**config.mk**
```make
export PLATFORM = sky130hd
export DESIGN_NAME = sflash_read_bridge
export DESIGN_NICKNAME = d
export VERILOG_FILES = /design/src/rtl/sfr_pkg.sv /design/src/rtl/sfr_tick_gen.sv /design/src/rtl/sfr_rx_pack.sv /design/src/rtl/sfr_seq.sv /design/src/rtl/sflash_read_bridge.sv
export SDC_FILE = /design/constraint.sdc
export NUM_CORES = 1
export LEC_CHECK = 0
export ABC_AREA = 1
export BUFFER_PORTS_ARGS = -buffer_cell sky130_fd_sc_hd__buf_4
export CORE_MARGIN = 2
export CORE_UTILIZATION = 50
export DETAILED_ROUTE_END_ITERATION = 8
export MAX_ROUTING_LAYER = met4
export PLACE_DENSITY = 0.76
export SLEW_MARGIN = 25
export SYNTH_ARGS = -nofsm -noshare
export SYNTH_HDL_FRONTEND = slang
export SYNTH_SLANG_ARGS = --single-unit
export TNS_END_PERCENT = 30
```
**constraint.sdc**
```tcl
create_clock -name clk -period 7.1 [get_ports clk]
set_clock_uncertainty 0.05 [all_clocks]
set_input_delay 1.065 -clock clk [delete_from_list [all_inputs] [get_ports clk]]
set_output_delay 1.065 -clock clk [all_outputs]
set_load 0.01 [all_outputs]
```
**src/rtl/sfr_pkg.sv**
```systemverilog
package sfr_pkg;

    typedef enum logic [2:0] {
        ST_IDLE,
        ST_CMD,
        ST_ADDR,
        ST_DUMMY,
        ST_DATA,
        ST_DONE,
        ST_GAP
    } sfr_state_e;

    localparam logic [7:0] OP_PLAIN_READ = 8'h03;
    localparam logic [7:0] OP_FAST_READ  = 8'h0B;
    localparam int         DUMMY_BITS    = 8;

endpackage

```
**src/rtl/sfr_tick_gen.sv**
```systemverilog
module sfr_tick_gen #(
    parameter int DIV_W = 7
) (
    input  logic             clk,
    input  logic             rst_n,
    input  logic             run,
    input  logic [DIV_W-1:0] div,
    output logic             tick
);

    logic [DIV_W-1:0] cnt_q;
    logic [DIV_W-1:0] div_eff;

    always_comb begin
        div_eff = (div == '0) ? DIV_W'(1) : div;
        tick    = run && (cnt_q == div_eff - 1'b1);
    end

    always_ff @(posedge clk or negedge rst_n) begin
        if (!rst_n) begin
            cnt_q <= '0;
        end else if (!run || tick) begin
            cnt_q <= '0;
        end else begin
            cnt_q <= cnt_q + 1'b1;
        end
    end


    cnt_range_chk: assert property (@(posedge clk) disable iff (!rst_n)
        cnt_q < div_eff);

endmodule

```
**src/rtl/sfr_rx_pack.sv**
```systemverilog
module sfr_rx_pack #(
    parameter int DATA_BYTES = 4,
    parameter int BIT_W      = $clog2(DATA_BYTES * 8)
) (
    input  logic                    clk,
    input  logic                    rst_n,
    input  logic                    clr,
    input  logic                    smp,
    input  logic [BIT_W-1:0]        bit_idx,
    input  logic                    din,
    output logic [DATA_BYTES*8-1:0] word
);

    logic [6:0] part_q;
    logic       byte_end;

    assign byte_end = smp && (bit_idx[2:0] == 3'b111);

    always_ff @(posedge clk or negedge rst_n) begin
        if (!rst_n) begin
            part_q <= '0;
        end else if (clr) begin
            part_q <= '0;
        end else if (smp) begin
            part_q <= {part_q[5:0], din};
        end
    end

    for (genvar g = 0; g < DATA_BYTES; g++) begin : g_lane
        logic [7:0] lane_q;
        always_ff @(posedge clk or negedge rst_n) begin
            if (!rst_n) begin
                lane_q <= '0;
            end else if (clr) begin
                lane_q <= '0;
            end else if (byte_end && (bit_idx[BIT_W-1:3] == (BIT_W-3)'(g))) begin
                lane_q <= {part_q, din};
            end
        end
        assign word[8*g +: 8] = lane_q;
    end


    pack_clear_chk: assert property (@(posedge clk) disable iff (!rst_n)
        clr |=> (word == '0));

endmodule

```
**src/rtl/sfr_seq.sv**
```systemverilog
module sfr_seq
    import sfr_pkg::*;
#(
    parameter int ADDR_W     = 24,
    parameter int DIV_W      = 7,
    parameter int DATA_BYTES = 4,
    parameter int BIT_W      = $clog2(DATA_BYTES * 8)
) (
    input  logic             clk,
    input  logic             rst_n,
    input  logic             req,
    input  logic [ADDR_W:0]  addr,
    input  logic [1:0]       size,
    input  logic [DIV_W-1:0] div_in,
    input  logic             fast_in,
    input  logic             tick,
    output logic [DIV_W-1:0] div_q,
    output logic             run,
    output logic             sck,
    output logic             mosi,
    output logic [1:0]       cs_n,
    output logic             ready,
    output logic             pack_clr,
    output logic             pack_smp,
    output logic [BIT_W-1:0] bit_idx
);

    localparam int TX_W     = 8 + ADDR_W;
    localparam int MAX_PH   = (ADDR_W > DATA_BYTES * 8) ? ADDR_W : DATA_BYTES * 8;
    localparam int CNT_W    = $clog2(MAX_PH);

    sfr_state_e        state_q, state_d;
    logic [TX_W-1:0]   tx_q;
    logic [CNT_W-1:0]  bit_q;
    logic [1:0]        size_q;
    logic              sel_q;
    logic              fast_q;
    logic              sck_q;
    logic              gap_q;
    logic              in_xfer;
    logic              accept;
    logic              rise;
    logic              fall;
    logic              phase_last;
    logic [CNT_W:0]    phase_len;

    always_comb begin
        in_xfer = (state_q == ST_CMD) || (state_q == ST_ADDR) ||
                  (state_q == ST_DUMMY) || (state_q == ST_DATA);
        accept  = (state_q == ST_IDLE) && req;
        rise    = tick && in_xfer && !sck_q;
        fall    = tick && in_xfer && sck_q;
        unique case (state_q)
            ST_CMD:   phase_len = (CNT_W+1)'(8);
            ST_ADDR:  phase_len = (CNT_W+1)'(ADDR_W);
            ST_DUMMY: phase_len = (CNT_W+1)'(DUMMY_BITS);
            ST_DATA:  phase_len = (size_q == 2'd0) ? (CNT_W+1)'(8) :
                                  (size_q == 2'd1) ? (CNT_W+1)'(16) :
                                                     (CNT_W+1)'(DATA_BYTES * 8);
            default:  phase_len = (CNT_W+1)'(1);
        endcase
        phase_last = ({1'b0, bit_q} == phase_len - 1'b1);
    end

    // next-state logic
    always_comb begin
        state_d = state_q;
        unique case (state_q)
            ST_IDLE:  if (req) state_d = ST_CMD;
            ST_CMD:   if (fall && phase_last) state_d = ST_ADDR;
            ST_ADDR:  if (fall && phase_last) state_d = fast_q ? ST_DUMMY : ST_DATA;
            ST_DUMMY: if (fall && phase_last) state_d = ST_DATA;
            ST_DATA:  if (fall && phase_last) state_d = ST_DONE;
            ST_DONE:  state_d = ST_GAP;
            ST_GAP:   if (tick && gap_q) state_d = ST_IDLE;
            default:  state_d = ST_IDLE;
        endcase
    end

    // state register
    always_ff @(posedge clk or negedge rst_n) begin
        if (!rst_n) state_q <= ST_IDLE;
        else        state_q <= state_d;
    end

    // datapath registers
    always_ff @(posedge clk or negedge rst_n) begin
        if (!rst_n) begin
            tx_q   <= '0;
            bit_q  <= '0;
            size_q <= '0;
            sel_q  <= 1'b0;
            fast_q <= 1'b0;
            div_q  <= DIV_W'(1);
            sck_q  <= 1'b0;
            gap_q  <= 1'b0;
        end else begin
            if (accept) begin
                tx_q   <= {(fast_in ? OP_FAST_READ : OP_PLAIN_READ), addr[ADDR_W-1:0]};
                sel_q  <= addr[ADDR_W];
                size_q <= size;
                fast_q <= fast_in;
                div_q  <= div_in;
                bit_q  <= '0;
                sck_q  <= 1'b0;
            end
            if (rise) begin
                sck_q <= 1'b1;
            end
            if (fall) begin
                sck_q <= 1'b0;
                tx_q  <= {tx_q[TX_W-2:0], 1'b0};
                bit_q <= phase_last ? '0 : bit_q + 1'b1;
            end
            if (state_q != ST_GAP) gap_q <= 1'b0;
            else if (tick)         gap_q <= 1'b1;
        end
    end

    // outputs
    always_comb begin
        cs_n = 2'b11;
        if (in_xfer) cs_n[sel_q] = 1'b0;
        sck      = sck_q;
        mosi     = tx_q[TX_W-1];
        ready    = (state_q == ST_DONE);
        run      = in_xfer || (state_q == ST_GAP);
        pack_clr = accept;
        pack_smp = rise && (state_q == ST_DATA);
        bit_idx  = bit_q[BIT_W-1:0];
    end


    cs_onehot_chk: assert property (@(posedge clk) disable iff (!rst_n)
        $onehot0(~cs_n));


    sck_idle_low_chk: assert property (@(posedge clk) disable iff (!rst_n)
        (&cs_n) |-> !sck);


    mosi_hold_chk: assert property (@(posedge clk) disable iff (!rst_n)
        (sck && $past(sck)) |-> $stable(mosi));


    ready_pulse_chk: assert property (@(posedge clk) disable iff (!rst_n)
        ready |=> !ready);


    gap_release_chk: assert property (@(posedge clk) disable iff (!rst_n)
        (state_q == ST_GAP) |=> (&cs_n));

endmodule

```
**src/rtl/sflash_read_bridge.sv**
```systemverilog
module sflash_read_bridge #(
    parameter int ADDR_W     = 24,
    parameter int DIV_W      = 7,
    parameter int DATA_BYTES = 4
) (
    input  logic                    clk,
    input  logic                    rst_n,
    input  logic [DIV_W-1:0]        cfg_div,
    input  logic                    cfg_fast,
    input  logic                    bus_req,
    input  logic [ADDR_W:0]         bus_addr,
    input  logic [1:0]              bus_size,
    output logic                    bus_ready,
    output logic [DATA_BYTES*8-1:0] bus_rdata,
    output logic                    sf_sck,
    output logic                    sf_mosi,
    output logic [1:0]              sf_cs_n,
    input  logic                    sf_miso
);

    localparam int BIT_W = $clog2(DATA_BYTES * 8);

    logic [DIV_W-1:0] div_q;
    logic             run;
    logic             tick;
    logic             pack_clr;
    logic             pack_smp;
    logic [BIT_W-1:0] bit_idx;

    sfr_tick_gen #(.DIV_W(DIV_W)) u_tick (
        .clk   (clk),
        .rst_n (rst_n),
        .run   (run),
        .div   (div_q),
        .tick  (tick)
    );

    sfr_seq #(
        .ADDR_W     (ADDR_W),
        .DIV_W      (DIV_W),
        .DATA_BYTES (DATA_BYTES),
        .BIT_W      (BIT_W)
    ) u_seq (
        .clk      (clk),
        .rst_n    (rst_n),
        .req      (bus_req),
        .addr     (bus_addr),
        .size     (bus_size),
        .div_in   (cfg_div),
        .fast_in  (cfg_fast),
        .tick     (tick),
        .div_q    (div_q),
        .run      (run),
        .sck      (sf_sck),
        .mosi     (sf_mosi),
        .cs_n     (sf_cs_n),
        .ready    (bus_ready),
        .pack_clr (pack_clr),
        .pack_smp (pack_smp),
        .bit_idx  (bit_idx)
    );

    sfr_rx_pack #(
        .DATA_BYTES (DATA_BYTES),
        .BIT_W      (BIT_W)
    ) u_pack (
        .clk     (clk),
        .rst_n   (rst_n),
        .clr     (pack_clr),
        .smp     (pack_smp),
        .bit_idx (bit_idx),
        .din     (sf_miso),
        .word    (bus_rdata)
    );

endmodule

```
==> results.json, run 1 <==
{
  "status": "completed",
  "vias": 3972,
  "finalHoldViolCount": 0,
  "synth.distinct_cells": 31,
  "critical_path.most_common_cell": "nand3_2",
  "seq_power_share": 0.452,
  "power.switching_mw": 0.711,
  "fp.dieH_microns": 101,
  "finalSetupTns_ns": 0,
  "final_common_cell": "nand2_1",
  "synthCells": 573,
  "worstSkewPairLatency_ns": 0.36,
  "pwr_density_cell_nw_per_um2": 323,
  "htreeDepth": 3,
  "critPathArrivalTime_ns": 3.52,
  "slowest_delay_ns": 0.55,
  "num-nets-final": 682,
  "netlist_area_sq_um": 4710,
  "clk_pin_slew_worst_paths_ns": 0.10,
  "ys_ff_latch": 99,
  "grtUsageTotal": 0.220,
  "start_util": 0.512,
  "crit_family": "simple AND/OR/NAND/NOR gates",
  "preCtsSetupSlack_ns": 3.81,
  "cts_hold_buf": 0,
  "vias_per_cell": 5.27,
  "yosys_warnings": 0,
  "drtIter0Drc": 277,
  "synth_simple_gate_area_frac": 0.342,
  "coreArea_sq_um": 9200,
  "cp.depth": 13,
  "antennaDiodeCount": 0,
  "timing.final.ws_setup_ns": 3.81,
  "cp-end-kind": "flip-flop",
  "synth_top_family_by_area": "simple AND/OR/NAND/NOR gates",
  "grt_overflow": 0,
  "ctsRootBufferMaster": "clkbuf_8",
  "final_cell_mix": "nand2_1 (198), nand3_1 (100), dfrtp_1 (98)",
  "wirelength_mm": 10.1,
  "path_max_fanout": 35,
  "gp_congestion": 0.800,
  "start_kind": "flip-flop",
  "drc": 0,
  "grt_max_degree": 86,
  "clockBufferDepth": 2,
  "setup_viol": 0,
  "hold_class": "reg -> reg",
  "p_int_mw": 1.07,
  "clkPwrFrac": 0.180,
  "crit_type": "reg -> reg",
  "synth_compound_area_frac": 0.0449,
  "max-cap-violations": 0,
  "worstHoldPathCells": 2,
  "antenna_found_initial": 0,
  "fmaxAchievable_ghz": 0.304,
  "final_cells": 754,
  "antenna_left": 0,
  "worstPathCellList": "nor2_1 > nand3_2 > nand2_1 > inv_1 > ha_1 > xnor2_1 > xor2_1 > nand3_2 > nor2_4 > nand3_2 > nand2_1 > o21ai_0 > o21ai_0",
  "fin_crit_sh": 0.463,
  "seq_area_frac_synth": 0.527,
  "synthMuxAreaShare": 0,
  "placed_cells": 739,
  "synth_xor_area_frac": 0.0186,
  "p_leak_nw": 3.01,
  "synth.avg_cell_area_sq_um": 8.21,
  "whs_ns": 0.454,
  "ioPinCount": 76,
  "dieWidth_microns": 101,
  "die-area_sq_um": 10200,
  "firstDrtPassIters": 4,
  "cts_buffers": 9,
  "grt_pass1_wl_mm": 17.3,
  "slew_headroom": 0.405,
  "cts_sinks": 99,
  "rsz0062_at_grt": "no",
  "syn_nets": 616,
  "worst-path-buf-inv": 1,
  "required_ns": 7.33,
  "post_cts_buffers": 0,
  "comb_power_share": 0.368,
  "synth_fa_ha_area_frac": 0.0106,
  "slew_violations": 0,
  "port_buffers": 75,
  "syn2layout_area_growth_pct": 17.0,
  "wire_per_inst_microns": 13.4,
  "first_global_vias": 3681,
  "drive_above_1_share": 0.180,
  "swShare": 0.399,
  "worst_pin_slew_ns": 0.893,
  "cts_tree": "done",
  "worst-r2r-cell-count": 13,
  "rows": 35,
  "cts_resized": 0,
  "fin_crit_ns": 3.29,
  "max-vdd-ir-drop_v": 0.000141,
  "crit_slowest_cell": "nand3_2",
  "dp_hpwl_mm": 7.09
}
## path summary, 6_finish.rpt
check / startpoint / to / slack [ns]
min in group asynchronous: rst_n / u_tick.cnt_q[5] / 0.66
max reg2reg: u_seq.div_q[4] / u_seq.tx_q[24] / 3.81
max in group asynchronous: rst_n / u_seq.tx_q[14] / 5.27
max: u_seq.div_q[4] / u_seq.tx_q[24] / 3.81
min: u_seq.tx_q[6] / u_seq.tx_q[7] / 0.45
min reg2reg: u_seq.tx_q[6] / u_seq.tx_q[7] / 0.45
## cells in the mapped netlist
cell / n / share of area
buf_2: 3 / 0.0032
nand2_4: 9 / 0.022
dfrtp_1: 98 / 0.52
ha_1: 4 / 0.011
or2_2: 1 / 0.0013
clkbuf_1: 12 / 0.0096
buf_4: 2 / 0.0032
nor2_4: 2 / 0.0048
nor2_1: 21 / 0.017
inv_1: 45 / 0.036
nand3_1: 101 / 0.11
a21oi_1: 3 / 0.0032
or2_1: 1 / 0.0013
nor3b_1: 2 / 0.0032
o2111ai_1: 1 / 0.0019
o22ai_1: 4 / 0.0053
xor2_1: 7 / 0.013
nand4_1: 5 / 0.0066
nand2_1: 198 / 0.16
nor3_1: 4 / 0.0043
o21ai_1: 1 / 0.0011
nor2_2: 3 / 0.0040
nor2_8: 1 / 0.0043
inv_2: 2 / 0.0016
dfstp_2: 1 / 0.0056
xnor2_1: 3 / 0.0056
o21ai_0: 27 / 0.029
o211ai_1: 2 / 0.0032
o21a_1: 1 / 0.0016
nand3_2: 4 / 0.0085
buf_1: 5 / 0.0040
## worst register-to-register path, stage by stage (launching register included)
cell and delay (ns):
dfrtp_1 0.42, nor2_1 0.17, nand3_2 0.13, nand2_1 0.10, inv_1 0.05, ha_1 0.24
xnor2_1 0.18, xor2_1 0.25, nand3_2 0.14, nor2_4 0.21, nand3_2 0.55, nand2_1 0.48
o21ai_0 0.16, o21ai_0 0.10
## routing by layer
layer / up-vias / track usage / wire, microns
li1: 1974 / - / -
met1: 1881 / 0.307 / 4640
met2: 105 / 0.334 / 4830
met3: 12 / 0.0277 / 490
met4: 0 / 0.0759 / 128
met5: - / - / 0
## registers in the layout (all words and copies together), names as in the netlist
register              cells
u_pack.g_lane.lane_q     32
u_pack.part_q             7
u_seq.bit_idx             5
u_seq.div_q               7
u_seq.fast_q              1
u_seq.gap_q               1
u_seq.sck                 1
u_seq.sel_q               1
u_seq.size_q              2
u_seq.state_q             3
u_seq.tx_q               32
u_tick.cnt_q              7
## power by group through the flow
stage | combinational [mW] | clock [mW] | sequential (mW)
after CTS | 0.659 | 0.326 | 0.803
after global routing | 0.747 | 0.348 | 0.823
after floorplan | 0.481 | 0 | 0.795
final | 0.655 | 0.320 | 0.805
after detailed placement | 0.657 | 0 | 0.814
after global placement | 0.631 | 0 | 0.809
## area by class of cell
class	count	area [sq um]
clock buffer	10	128
clock inverter	5	37.5
sequential	99	2480
fill	816	3690
multi-input combinational	405	1970
tap	111	139
inverter	47	176
timing repair buffer	77	578
## per-stage QoR
stage	total power, mW	instance area [sq um]	utilization
6_report	1.78	5510	0.599
5_1_grt	1.92	5510	0.599
4_1_cts	1.79	5510	0.599
3_5_place_dp	1.47	5340	0.581
3_3_place_gp	1.44	5340	0.581
2_1_floorplan	1.28	4710	-
## cell families (layout without fill, tap and decap cells)
family,Yosys count,after routing
flip-flops,99,99
AND/OR/NAND/NOR,352,352
adder cells (fa/ha/maj),4,4
XOR/XNOR,10,10
buffers and inverters,69,139
AO/OA/AOI/OAI,39,39
No activity file was read; power rests on OpenSTA's default activity.
==> run 2: changes to the inputs <==
==> constraint.sdc (replaced) <==
create_clock -name clk -period 3.36 [get_ports clk]
set_clock_uncertainty 0.05 [all_clocks]
set_input_delay 0.504 -clock clk [delete_from_list [all_inputs] [get_ports clk]]
set_output_delay 0.504 -clock clk [all_outputs]
set_load 0.01 [all_outputs]
==> results.json, run 2 (synthesis gave the netlist of run 1 again) <==
{
  "status": "completed",
  "wire_per_inst_microns": 13.8,
  "cts_sinks": 99,
  "cp-end-kind": "flip-flop",
  "clockBufferDepth": 2,
  "finalPower_mw": 3.85,
  "drive_above_1_share": 0.187,
  "final_cell_mix": "nand2_1 (198), nand3_1 (100), dfrtp_1 (98)",
  "firstDrtPassIters": 5,
  "critical_path.most_common_cell": "nand3_2",
  "antennaDiodeCount": 0,
  "grt_max_degree": 52,
  "rsz0062_at_grt": "no",
  "cts_buffers": 9,
  "worstSkewPairLatency_ns": 0.37,
  "crit_type": "reg -> reg",
  "vias": 4019,
  "num-nets-final": 686,
  "vias_per_cell": 5.30,
  "cts_resized": 0,
  "drtIter0Drc": 274,
  "dieWidth_microns": 101,
  "grt_overflow": 0,
  "antenna_found_initial": 0,
  "grt_pass1_wl_mm": 17.8,
  "finalHoldViolCount": 0,
  "wirelength_mm": 10.5,
  "clk_pin_slew_worst_paths_ns": 0.10,
  "final_common_cell": "nand2_1",
  "drc": 0,
  "slew_headroom": 0.558,
  "cts_tree": "done",
  "setup_viol": 0,
  "worst_pin_slew_ns": 0.662,
  "largestRegisters": "u_pack.g_lane.lane_q x32, u_seq.tx_q x32",
  "dp_hpwl_mm": 7.41,
  "cts_hold_buf": 0,
  "grtUsageTotal": 0.226,
  "start_util": 0.512,
  "ctsRootBufferMaster": "clkbuf_8",
  "max-cap-violations": 0,
  "rows": 35,
  "pwr_density_cell_nw_per_um2": 690,
  "worstPathCellList": "nor2_4 > nand3_2 > nand2_1 > inv_1 > ha_1 > xnor2_1 > xor2_1 > nand3_2 > nor2_4 > nand3_2 > inv_2 > buf_4 > nand2_1 > nand3_1",
  "preCtsSetupSlack_ns": 0.561,
  "whs_ns": 0.101,
  "path_max_fanout": 20,
  "fp.dieH_microns": 101,
  "syn2layout_area_growth_pct": 18.6,
  "fin_crit_sh": 0.841,
  "antenna_left": 0,
  "post_cts_buffers": 0,
  "max-vdd-ir-drop_v": 0.000353,
  "timing.final.ws_setup_ns": 0.536,
  "ioPinCount": 76,
  "slowest_delay_ns": 0.47,
  "finalSetupTns_ns": 0,
  "start_kind": "flip-flop",
  "slew_violations": 0,
  "port_buffers": 75,
  "die-area_sq_um": 10200,
  "htreeDepth": 3,
  "p_leak_nw": 3.05,
  "crit_slowest_cell": "dfrtp_1",
  "fmaxAchievable_ghz": 0.354,
  "first_global_vias": 3801,
  "coreArea_sq_um": 9200,
  "gp_congestion": 0.922,
  "required_ns": 3.62,
  "critPathArrivalTime_ns": 3.08,
  "fin_crit_ns": 2.82,
  "hold_class": "in -> async"
}
## run 2: cell count changes in the layout (fill, tap and decap cells not counted)
cell | before | now
clkinv_8 | 0 | 1
inv_8 | 0 | 1
buf_12 | 0 | 1
inv_6 | 2 | 1
inv_1 | 44 | 45
clkinv_2 | 1 | 0
clkbuf_8 | 9 | 10
clkbuf_1 | 1 | 0
inv_2 | 3 | 2
clkinv_4 | 0 | 1
buf_4 | 77 | 80
## run 2: report_power, final
| group | total (mW) | leakage (nW) | switching [mW] | internal (mW) |
|---|---|---|---|---|
| sequential | 1.70 | 1.30 | 0.217 | 1.49 |
| combinational | 1.40 | 1.65 | 0.883 | 0.515 |
| clock | 0.753 | 0.0938 | 0.448 | 0.305 |
## run 2: worst paths after layout
check                                    start          endpoint  slack (ns)  cells after the start
worst max-delay path            u_seq.div_q[2]    u_seq.tx_q[18]        0.54                     14
worst min-delay path                     rst_n       u_seq.sel_q        0.10                      1
worst max register to register  u_seq.div_q[2]    u_seq.tx_q[18]        0.54                     14
worst min register to register  u_seq.tx_q[27]    u_seq.tx_q[28]        0.44                      2
max in group asynchronous                rst_n  u_seq.bit_idx[4]        2.46                      2
min in group clk                    cfg_div[6]    u_seq.div_q[6]        0.28                      3
## run 2: critical path, delay by kind of cell (launching register included)
family                   cells  cell delay (ns)
XOR/XNOR                     2             0.42
adder cells (fa/ha/maj)      1             0.24
buffers and inverters        3             0.57
flip-flops                   1             0.47
AND/OR/NAND/NOR              8             1.00
## run 2: layout make-up
type / count / area [sq um]
Sequential cell: 99 / 2480
Timing Repair Buffer: 81 / 621
Clock buffer: 10 / 138
Tap cell: 111 / 139
Multi-Input combinational cell: 405 / 1970
Clock inverter: 6 / 60.1
Inverter: 47 / 176
Fill cell: 821 / 3610
## run 2: through the flow
stage,cell area [sq um],util,instances
after floorplan,4710,-,573
after global placement,5390,0.586,743
after detailed placement,5390,0.586,743
after CTS,5580,0.607,759
after global routing,5580,0.607,759
final,5580,0.607,759
## run 2: layer usage
layer | wire [microns] | track usage
met5 | 0 | -
met2 | 4880 | 0.344
met4 | 176 | 0.0769
met3 | 548 | 0.0395
met1 | 4870 | 0.310
